===== src/rtl/rs_pkg.sv =====
package rs_pkg;
  parameter int unsigned RS_TAG_W = 6;
  typedef logic [RS_TAG_W-1:0] tag_t;
endpackage


===== src/rtl/rs_entry.sv =====
module rs_entry
  import rs_pkg::*;
(
  input  logic clk,
  input  logic rst_n,
  input  logic flush,
  input  logic alloc_en,
  input  tag_t in_src0,
  input  logic in_src0_rdy,
  input  tag_t in_src1,
  input  logic in_src1_rdy,
  input  tag_t in_dst,
  input  logic clr,
  input  logic wk_valid,
  input  tag_t wk_tag,
  output logic valid_o,
  output logic ready_o,
  output tag_t dst_o
);
  logic vld_q, r0_q, r1_q;
  tag_t s0_q, s1_q, dst_q;

  always_ff @(posedge clk or negedge rst_n) begin
    if (!rst_n) begin
      vld_q <= 1'b0;
      r0_q  <= 1'b0;
      r1_q  <= 1'b0;
      s0_q  <= '0;
      s1_q  <= '0;
      dst_q <= '0;
    end else if (flush) begin
      vld_q <= 1'b0;
    end else if (alloc_en) begin
      vld_q <= 1'b1;
      s0_q  <= in_src0;
      s1_q  <= in_src1;
      dst_q <= in_dst;
      r0_q  <= in_src0_rdy | (wk_valid && wk_tag == in_src0);
      r1_q  <= in_src1_rdy | (wk_valid && wk_tag == in_src1);
    end else begin
      if (clr) vld_q <= 1'b0;
      if (vld_q && wk_valid && wk_tag == s0_q) r0_q <= 1'b1;
      if (vld_q && wk_valid && wk_tag == s1_q) r1_q <= 1'b1;
    end
  end

  assign valid_o = vld_q;
  assign ready_o = vld_q & r0_q & r1_q;
  assign dst_o   = dst_q;

  AST_WAKE_SRC0: assert property (@(posedge clk) disable iff (!rst_n)
    (vld_q && !clr && !flush && !alloc_en && wk_valid && wk_tag == s0_q) |=> r0_q);
  AST_WAKE_SRC1: assert property (@(posedge clk) disable iff (!rst_n)
    (vld_q && !clr && !flush && !alloc_en && wk_valid && wk_tag == s1_q) |=> r1_q);
endmodule


===== src/rtl/rs_age_matrix.sv =====
module rs_age_matrix #(
  parameter int unsigned N = 8
) (
  input  logic         clk,
  input  logic         rst_n,
  input  logic [N-1:0] valid,
  input  logic [N-1:0] live,
  input  logic [N-1:0] alloc_oh,
  input  logic [N-1:0] req,
  output logic [N-1:0] grant
);
  localparam logic [N-1:0] UNIT = N'(1);

  // older_q[i][j] set: entry j was allocated before entry i
  logic [N-1:0] older_q [N];

  always_ff @(posedge clk or negedge rst_n) begin
    if (!rst_n) begin
      for (int i = 0; i < N; i++) older_q[i] <= '0;
    end else begin
      for (int i = 0; i < N; i++) begin
        if (alloc_oh[i]) older_q[i] <= live & ~(UNIT << i);
        else             older_q[i] <= older_q[i] & ~alloc_oh;
      end
    end
  end

  always_comb begin
    for (int i = 0; i < N; i++) grant[i] = req[i] & ~(|(older_q[i] & req));
  end

  AST_ONE_GRANT: assert property (@(posedge clk) disable iff (!rst_n)
    $onehot0(grant));

  for (genvar gi = 0; gi < N; gi++) begin : g_row
    for (genvar gj = 0; gj < N; gj++) begin : g_col
      if (gi != gj) begin : g_pair
        AST_AGE_ORDER: assert property (@(posedge clk) disable iff (!rst_n)
          (valid[gi] && valid[gj]) |-> !(older_q[gi][gj] && older_q[gj][gi]));
      end
    end
  end
endmodule


===== src/rtl/rs_sched.sv =====
module rs_sched
  import rs_pkg::*;
#(
  parameter int unsigned DEPTH = 8
) (
  input  logic                clk,
  input  logic                rst_n,
  input  logic                flush,
  input  logic                alloc_valid,
  output logic                alloc_ready,
  input  logic [RS_TAG_W-1:0] alloc_src0,
  input  logic                alloc_src0_rdy,
  input  logic [RS_TAG_W-1:0] alloc_src1,
  input  logic                alloc_src1_rdy,
  input  logic [RS_TAG_W-1:0] alloc_dst,
  input  logic                wk_valid,
  input  logic [RS_TAG_W-1:0] wk_tag,
  output logic                iss_valid,
  input  logic                iss_ready,
  output logic [RS_TAG_W-1:0] iss_dst,
  output logic                full
);
  logic [DEPTH-1:0] valid, rdy, grant, clr, free, pick, alloc_oh, live;
  tag_t             ent_dst [DEPTH];
  logic             fire;

  for (genvar g = 0; g < DEPTH; g++) begin : g_ent
    rs_entry u_ent (
      .clk        (clk),
      .rst_n      (rst_n),
      .flush      (flush),
      .alloc_en   (alloc_oh[g]),
      .in_src0    (alloc_src0),
      .in_src0_rdy(alloc_src0_rdy),
      .in_src1    (alloc_src1),
      .in_src1_rdy(alloc_src1_rdy),
      .in_dst     (alloc_dst),
      .clr        (clr[g]),
      .wk_valid   (wk_valid),
      .wk_tag     (wk_tag),
      .valid_o    (valid[g]),
      .ready_o    (rdy[g]),
      .dst_o      (ent_dst[g])
    );
  end

  rs_age_matrix #(.N(DEPTH)) u_age (
    .clk     (clk),
    .rst_n   (rst_n),
    .valid   (valid),
    .live    (live),
    .alloc_oh(alloc_oh),
    .req     (rdy),
    .grant   (grant)
  );

  assign iss_valid = (|grant) & ~flush;
  assign fire      = iss_valid & iss_ready;
  assign clr       = fire ? grant : '0;
  assign live      = valid & ~clr;
  assign free      = ~live;
  assign pick      = free & (~free + 1'b1);
  assign alloc_ready = (|free) & ~flush;
  assign alloc_oh  = (alloc_valid && alloc_ready) ? pick : '0;
  assign full      = &valid;

  always_comb begin
    iss_dst = '0;
    for (int i = 0; i < DEPTH; i++) if (grant[i]) iss_dst = iss_dst | ent_dst[i];
  end

  AST_NO_IDLE_ISSUE: assert property (@(posedge clk) disable iff (!rst_n)
    !(|rdy) |-> !iss_valid);
  AST_FULL_STALL: assert property (@(posedge clk) disable iff (!rst_n)
    (full && !fire) |-> !alloc_ready);
  AST_FLUSH_EMPTY: assert property (@(posedge clk) disable iff (!rst_n)
    flush |=> (valid == '0));
  AST_STALL_HOLD: assert property (@(posedge clk) disable iff (!rst_n)
    (iss_valid && !iss_ready) |=> |(valid & $past(grant)));
endmodule


===== config.mk =====
export PLATFORM = sky130hd
export DESIGN_NAME = rs_sched
export DESIGN_NICKNAME = d
export VERILOG_FILES = /design/src/rtl/rs_pkg.sv /design/src/rtl/rs_entry.sv /design/src/rtl/rs_age_matrix.sv /design/src/rtl/rs_sched.sv
export SDC_FILE = /design/constraint.sdc
export NUM_CORES = 1
export LEC_CHECK = 0
export BUFFER_PORTS_ARGS = -buffer_cell sky130_fd_sc_hd__buf_2
export CAP_MARGIN = 20
export CORE_ASPECT_RATIO = 1.5
export CORE_MARGIN = 2
export CORE_UTILIZATION = 70
export CTS_BUF_LIST = sky130_fd_sc_hd__clkbuf_4 sky130_fd_sc_hd__clkbuf_8
export DETAILED_ROUTE_END_ITERATION = 10
export GPL_ROUTABILITY_DRIVEN = 0
export HOLD_SLACK_MARGIN = 0.1
export PLACE_DENSITY = 0.88
export SETUP_SLACK_MARGIN = 0.4
export SYNTH_ARGS = -nofsm -noshare
export SYNTH_HDL_FRONTEND = slang
export SYNTH_HIERARCHICAL = 1
export SYNTH_SLANG_ARGS = --single-unit

===== constraint.sdc =====
create_clock -name clk -period 8.26 [get_ports clk]
set_input_delay 0.413 -clock clk [delete_from_list [all_inputs] [get_ports clk]]
set_output_delay 0.413 -clock clk [all_outputs]
set_load 0.03 [all_outputs]

After elaboration in Yosys (flattened, before gate mapping)

Cells that the tools add are included.

Register bits after elaboration: 232
Bits of input ports: 32
Output and inout port bits: 9
Logic and storage cells: 302

Bitwise gates (word level): 67
Reductions and logical operators: 86
$add $sub $neg: 1
Mux-type cells: 74
Eq/ne operators: 18

Operators with widths:

| operator            | number |
|---|---|
| $and 8x8->8         | 18 |
| $eq 6x6->1          | 18 |
| $mux 8              | 10 |
| $reduce_or 8->1     | 10 |
| $mux 1              | 56 |
| $mux 6              | 8 |
| $reduce_and 2->1    | 24 |
| $or 6x6->6          | 7 |
| $not 8->8           | 4 |
| $reduce_bool 2->1   | 16 |
| $and 1x1->1         | 27 |
| $logic_and 1x1->1   | 27 |
| $reduce_bool 3->1   | 8 |
| $not 1->1           | 9 |
| $add 8x1->8 const B | 1 |
| $reduce_and 8->1    | 1 |
| $or 1x1->1          | 2 |

Logic depth before layout (Yosys ltp)

Word-level depth: 21
Depth in mapped cells: 14
Mapped depth without buffers: 11

Hierarchy

Netlist, hierarchy kept.

Modules (own cells, without submodules):

| module        | cells an instance | instances | sequential area each (sq um) | area an instance (sq um) |
|---|---|---|---|---|
| rs_entry      | 85                | 8         | 525.5                        | 1064.8 |
| rs_age_matrix | 247               | 1         | 1601.5                       | 2816.5 |
| rs_sched      | 85                | 1         | 0.0                          | 599.3 |

Worst setup path after synthesis

Ideal clock, no wire load.

Kind: register to register
Start point: register g_ent[3].u_ent.vld_q
End point: register g_ent[6].u_ent.dst_q[0]
Buffers on the path: 2
Arrival: 3060 ps
Clock period less this slack: 3184 ps
Required time: 8135 ps
Setup slack: 5076 ps
Stages on the path, launching flop included: 13
Library setup time: 125 ps
Cells stage by stage: dfrtp_1 and3_1 buf_6 a22oi_1 nand4b_1 nor2_1 or2_1 a21oi_1 nor4_2 nor2b_1 nor2b_1 buf_2 mux2_2

Longest elaborated chain between the ends: 18
Elaborated cells on any way between the ends: 49
Those cells by class: 1 x add/sub; 2 x mux; 34 x bitwise; 12 x reduce/logical

RTL lines:

| what                                                    | RTL line                       | source |
|---|---|---|
| start: declaration                                      | rs_entry.sv:20                 | `logic vld_q, r0_q, r1_q;` |
| start signal: assignment                                | rs_entry.sv:25                 | `vld_q <= 1'b0;` |
| start signal: assignment                                | rs_entry.sv:32                 | `vld_q <= 1'b0;` |
| start signal: assignment                                | rs_entry.sv:34                 | `vld_q <= 1'b1;` |
| $and 1x1->1 (*) (2 in a row)                            | rs_entry.sv:48                 | `assign ready_o = vld_q & r0_q & r1_q;` |
| net rdy[3]                                              | rs_sched.sv:23                 | `logic [DEPTH-1:0] valid, rdy, grant, clr, free, pick, alloc_oh, live;` |
| $and 8x8->8 (*)                                         | rs_age_matrix.sv:29            | `for (int i = 0; i < N; i++) grant[i] = req[i] & ~(\|(older_q[i] & req));` |
| $reduce_or 8->1 (*)                                     | rs_age_matrix.sv:29            |  |
| $not 1->1 (*)                                           | rs_age_matrix.sv:29            |  |
| $and 1x1->1 (*)                                         | rs_age_matrix.sv:29            |  |
| net grant[6]                                            | rs_sched.sv:23                 |  |
| $reduce_or 8->1                                         | rs_sched.sv:57                 | `assign iss_valid = (\|grant) & ~flush;` |
| (+4 left out)                                           | n/a                            |  |
| $and 8x8->8 (*)                                         | rs_sched.sv:60                 | `assign live = valid & ~clr;` |
| $not 8->8 (*)                                           | rs_sched.sv:61                 | `assign free = ~live;` |
| $not 8->8 / $reduce_or 8->1 (equally long branches)     | rs_sched.sv:62, rs_sched.sv:63 |  |
| $add 8x1->8 / $and 1x1->1 (equally long branches)       | rs_sched.sv:62, rs_sched.sv:63 |  |
| $and 8x8->8 / $logic_and 1x1->1 (equally long branches) | rs_sched.sv:62, rs_sched.sv:64 |  |
| $mux 8 (*)                                              | rs_sched.sv:64                 | `assign alloc_oh = (alloc_valid && alloc_ready) ? pick : '0;` |
| net alloc_oh[6]                                         | rs_sched.sv:23                 |  |
| $reduce_and 2->1 (no line) (*)                          | n/a                            |  |
| end signal: assignment                                  | rs_entry.sv:37                 | `dst_q <= in_dst;` |
| end: declaration                                        | rs_entry.sv:21                 | `tag_t s0_q, s1_q, dst_q;` |

The timed path passes the listed nets; every way through them passes the cells marked *.
A chain may end at the register's enable or synchronous reset.

Worst setup path after layout

Start point: register g_ent[5].u_ent.vld_q
End point: register g_ent[7].u_ent.s1_q[1]

Longest elaborated chain between the ends: 18
Elaborated cells on any way between the ends: 49
Those cells by class: 1 x add/sub; 2 x mux; 34 x bitwise; 12 x reduce/logical

RTL lines:

| what                                                    | RTL line                       | source |
|---|---|---|
| start: declaration                                      | rs_entry.sv:20                 |  |
| start signal: assignment                                | rs_entry.sv:25                 |  |
| start signal: assignment                                | rs_entry.sv:32                 |  |
| start signal: assignment                                | rs_entry.sv:34                 |  |
| $and 1x1->1 (*) (2 in a row)                            | rs_entry.sv:48                 |  |
| net rdy[5]                                              | rs_sched.sv:23                 |  |
| $and 8x8->8 (*)                                         | rs_age_matrix.sv:29            |  |
| $reduce_or 8->1 (*)                                     | rs_age_matrix.sv:29            |  |
| $not 1->1 (*)                                           | rs_age_matrix.sv:29            |  |
| $and 1x1->1 (*)                                         | rs_age_matrix.sv:29            |  |
| net grant[7]                                            | rs_sched.sv:23                 |  |
| $reduce_or 8->1                                         | rs_sched.sv:57                 |  |
| (+4 left out)                                           | n/a                            |  |
| $and 8x8->8 (*)                                         | rs_sched.sv:60                 |  |
| $not 8->8 (*)                                           | rs_sched.sv:61                 |  |
| $not 8->8 / $reduce_or 8->1 (equally long branches)     | rs_sched.sv:62, rs_sched.sv:63 |  |
| $add 8x1->8 / $and 1x1->1 (equally long branches)       | rs_sched.sv:62, rs_sched.sv:63 |  |
| $and 8x8->8 / $logic_and 1x1->1 (equally long branches) | rs_sched.sv:62, rs_sched.sv:64 |  |
| $mux 8 (*)                                              | rs_sched.sv:64                 |  |
| net alloc_oh[7]                                         | rs_sched.sv:23                 |  |
| $reduce_and 2->1 (no line) (*)                          | n/a                            |  |
| end signal: assignment                                  | rs_entry.sv:36                 | `s1_q <= in_src1;` |
| end: declaration                                        | rs_entry.sv:21                 |  |

Marks and branches as above.

==> summary.md <==
| Metric | Value |
|---|---|
| Share of synthesized flip-flops with an asynchronous set or reset | `1.000` |
| Total core area | `0.01676 mm^2` |
| Required arrival time at the worst endpoint | `8.65 ns` |
| Most frequently used flop master after synthesis | `sky130_fd_sc_hd__dfrtp_1` |
| Area fraction in compound gates after synthesis | `0.09593` |
| Result of the run | `finished, final reports clean` |
| Post-route design area | `0.01303 mm^2` |
| Crit path max-delay cell type | `sky130_fd_sc_hd__and3b_1` |
| Later-pin clock latency in the skew report | `0.52 ns` |
| Library cell with the largest summed area after synthesis | `sky130_fd_sc_hd__dfrtp_1` |
| Number of DRC markers in iteration 0 | `854` |
| Minimum period implied by the final worst setup slack | `4.285 ns` |
| Mean routed wirelength per cell | `23.96 um` |
| Post-synthesis sequential element count | `232` |
| Share of post-route cells with drive strength above 1 | `0.2613` |
| Setup skew after layout | `0.01958 ns` |
| Hold Worst Slack | `0.2419 ns` |
| Kind of critical path | `flop to flop` |
| Num CTS Buffers | `36` |
| Post-Synthesis Net Count | `1,044` |
| Worst slew margin relative to its limit | `0.2526` |
| Final net count | `1,095` |
| Sequential fraction of the synthesis area | `0.4865` |
| Critical path buffer and inverter count | `1` |
| Placed standard-cell area | `0.01224 mm^2` |
| DRC violations left | `0` |
| Data arrival, critical path | `4.67 ns` |
| Clk slew on worst S/H paths | `0.06 ns` |
| Area fraction in and, or, nand and nor cells after synthesis | `0.1061` |
| Final-report max-slew violation count | `0` |
| Actual transition at the worst max-transition pin | `1.116 ns` |
| Global-route wire length before repair | `49.83 mm` |
| Crit-path cells | `and3_1, a22oi_1, nand4b_1, nor2_1, or2_1, a21oi_1, nor4_2, and3b_1, nor2b_2, buf_4, mux2_2` |
| Max-cap violation count | `0` |
| Share of synthesized area spent on multiplexers | `0.1359` |
| Number of different library cells in the post-synthesis netlist | `43` |
| Max clock buf depth | `3` |
| Top cells by area in the synthesized netlist | `sky130_fd_sc_hd__dfrtp_1, sky130_fd_sc_hd__mux2_2, sky130_fd_sc_hd__xor2_1` |
| Peak per-stage delay on the critical path | `0.72 ns` |
| Ports | `41` |
| Crit. End Element | `flop` |
| Main combinational cell family by area after synthesis | `XOR/XNOR gates` |
| Kind of cell adding the most delay to the critical path | `simple AND/OR/NAND/NOR gates` |
| # resized after CTS | `0` |
| Number of global-route vias before repair | `8,981` |
| Share of synthesized cell area in full adder, half adder and majority cells | `0` |
| Gate Count Post-Synth | `1,012` |
| Starting Density | `0.7119` |
| Post-synth EDFFs | `0` |
| CTS tree | `done` |
| Setup repair after global routing missed its margin | `false` |
| Worst supply voltage drop on vdd | `0.0001947 V` |
| Peak clock frequency supported by timing | `233.4 MHz` |
| Post-synthesis to final-layout area growth | `9.216%` |
| Maximum number of pins on one net before global-route repair | `85` |
| GRT Total Usage | `0.3481` |
| Path type of the worst min-delay path | `input pin to flop` |
| Crit path launch type | `flop` |
| IO buf count | `40` |
| Period utilization | `0.5187` |
| Detailed Routing Iterations Pass 1 | `5` |
| Via count | `8,631` |
| Number of antenna violations at the first check in global routing | `0` |
| Xor-xnor portion of the synthesized cell area | `0.1409` |
| Diodes inserted | `0` |
| Final design utilization | `0.7775` |
| Clock sink total | `232` |
| Post-Synthesis Mean Instance Area | `11.79 um^2` |
| PD cells | `192.9 mW/mm^2` |
| Placement Rows | `58` |
| Yosys top cell area share | `0.4865` |
| Average vias per placed instance | `6.655` |
| Post-synthesis instance area | `0.01193 mm^2` |
| Die area | `0.01813 mm^2` |
| Warnings from Yosys | `6` |
| Total Routed Length | `31.07 mm` |
| Leak | `0.006165 uW` |
| Count of antenna-violating nets left after detailed routing | `0` |
| Detailed Place HPWL | `19.19 mm` |
| Worst-path maximum fanout | `22` |
| Clock Root Buffer | `sky130_fd_sc_hd__clkbuf_8` |
| Horizontal die dimension | `110.6 um` |
| CTS HTree Levels | `2` |
| Floorplan die height | `163.9 um` |
| Leftover overflow at the end of global routing | `0` |
| Final hold violation count | `0` |
| Summed negative setup slack over all endpoints | `0 ns` |
| Setup-failing EPs final | `0` |
synth_stat cells (2+ instances only):
cell                       instances
sky130_fd_sc_hd__buf_6            12
sky130_fd_sc_hd__nand3b_1          2
sky130_fd_sc_hd__and2_4            2
sky130_fd_sc_hd__nor2b_1          21
sky130_fd_sc_hd__o21ai_0           2
sky130_fd_sc_hd__a31oi_1          17
sky130_fd_sc_hd__a22o_1           50
sky130_fd_sc_hd__nand2_1          32
sky130_fd_sc_hd__buf_2            25
sky130_fd_sc_hd__nor3b_2           2
sky130_fd_sc_hd__mux2_2          144
sky130_fd_sc_hd__inv_1            26
sky130_fd_sc_hd__a21oi_1          10
sky130_fd_sc_hd__and2_1            8
sky130_fd_sc_hd__o21ai_1           5
sky130_fd_sc_hd__nor3_1            2
sky130_fd_sc_hd__xnor2_1          48
sky130_fd_sc_hd__xor2_1          144
sky130_fd_sc_hd__a22oi_1          48
sky130_fd_sc_hd__nand2b_1          8
sky130_fd_sc_hd__buf_4             7
sky130_fd_sc_hd__nor2_1           49
sky130_fd_sc_hd__dfrtp_1         232
sky130_fd_sc_hd__nand4b_1          8
sky130_fd_sc_hd__nor4_1           32
sky130_fd_sc_hd__a211oi_1         16
sky130_fd_sc_hd__and3_1            8
sky130_fd_sc_hd__or4_1            16
sky130_fd_sc_hd__nand4_1          22
through the flow:
| stage | setup slack, ns | instances | total power, uW |
|---|---|---|---|
| 3_3_place_gp | 3.858 | 1232 | 1480 |
| 6_report | 3.975 | 1297 | 2514 |
| 4_1_cts | 3.660 | 1296 | 2523 |
| 3_5_place_dp | 3.713 | 1233 | 1495 |
| 5_1_grt | 3.743 | 1297 | 2602 |
| 2_1_floorplan | 5.076 | 1012 | 1379 |
worst register-to-register path, cell delays in order, from the launching register on:
cell                       delay [ns]
sky130_fd_sc_hd__dfrtp_1         0.44
sky130_fd_sc_hd__and3_1          0.32
sky130_fd_sc_hd__a22oi_1         0.19
sky130_fd_sc_hd__nand4b_1        0.11
sky130_fd_sc_hd__nor2_1          0.70
sky130_fd_sc_hd__or2_1           0.22
sky130_fd_sc_hd__a21oi_1         0.10
sky130_fd_sc_hd__nor4_2          0.31
sky130_fd_sc_hd__and3b_1         0.72
sky130_fd_sc_hd__nor2b_2         0.27
sky130_fd_sc_hd__buf_4           0.38
sky130_fd_sc_hd__mux2_2          0.40
what timing repair did:
action | in CTS | in global routing
setup endpoints to repair | 0 | 0
setup buffers | 0 | 0
hold buffers | 1 | 0
hold endpoints to repair | 82 | 0
worst paths after layout:
kind,start,end,slack (ns),cells after the start
setup / recovery,g_ent[5].u_ent/valid_o,g_ent[7].u_ent/s1_q[1],3.98,11
hold / removal,alloc_dst[1],g_ent[6].u_ent/dst_o[1],0.24,2
setup reg to reg,g_ent[5].u_ent/valid_o,g_ent[7].u_ent/s1_q[1],3.98,11
hold reg to reg,u_age/older_q[63],u_age/older_q[63],0.51,1
max in group asynchronous,rst_n,g_ent[1].u_ent/dst_o[4],6.35,3
min in group asynchronous,rst_n,u_age/older_q[39],0.49,2
logic make-up (layout without fill, tap and decap cells):
family	Yosys count	count (layout)
mux	144	144
xor+xnor	192	192
flops	232	232
buf+inv	71	146
compound gates	151	151
simple gates	222	222
power breakdown:
group	switching, uW	total (uW)	internal [uW]
clock	438	1030	593
sequential	36.4	1230	1190
combinational	154	257	103
layer usage:
metal / wire length (um) / track usage / part of all wire / vias up
met4: 1860 / 0.2017 / 0.060 / 0
met3: 2221 / 0.06015 / 0.071 / 130
met2: 15160 / 0.5700 / 0.49 / 474
li1: - / - / - / 3726
met1: 11830 / 0.4402 / 0.38 / 4301
met5: 0 / 0 / 0 / -
layout make-up:
class	instances	area, um^2
Tap cell	210	262.8
Inverter	26	97.59
Clock buffer	56	689.4
Clock inverter	6	85.08
Fill cell	1033	3730
Timing Repair Buffer	58	359.1
Multi-Input combinational cell	709	5734
Sequential cell	232	5806
flip-flops by register name (all words and copies together) (netlist names):
register / cells
g_ent.u_ent/r0_q: 8
u_age/older_q: 64
g_ent.u_ent/valid_o: 8
g_ent.u_ent/s0_q: 48
g_ent.u_ent/dst_o: 48
g_ent.u_ent/r1_q: 8
g_ent.u_ent/s1_q: 48
cells in the final DEF, fill, tap and decap left out, drive strengths merged, types with 2 or more instances in the layout:
master,synthesis,layout
dfrtp,232,232
mux2,144,144
xor2,144,144
buf,44,57
clkbuf,1,56
a22o,50,50
nor2,50,50
a22oi,48,48
xnor2,48,48
nor4,33,33
nand2,32,32
inv,26,26
nand4,22,22
nor2b,22,22
a31oi,17,17
or4,16,16
a211oi,16,16
a21oi,10,10
and2,10,10
nand2b,9,9
and3,8,8
nand4b,8,8
o21ai,7,7
nor3,3,3
nand3b,2,2
nor3b,2,2
clkinvlp,0,2
bufinv,0,2
clkinv,0,2
or2,2,2
o2111ai,2,2
(Power assumes the default switching activity.)
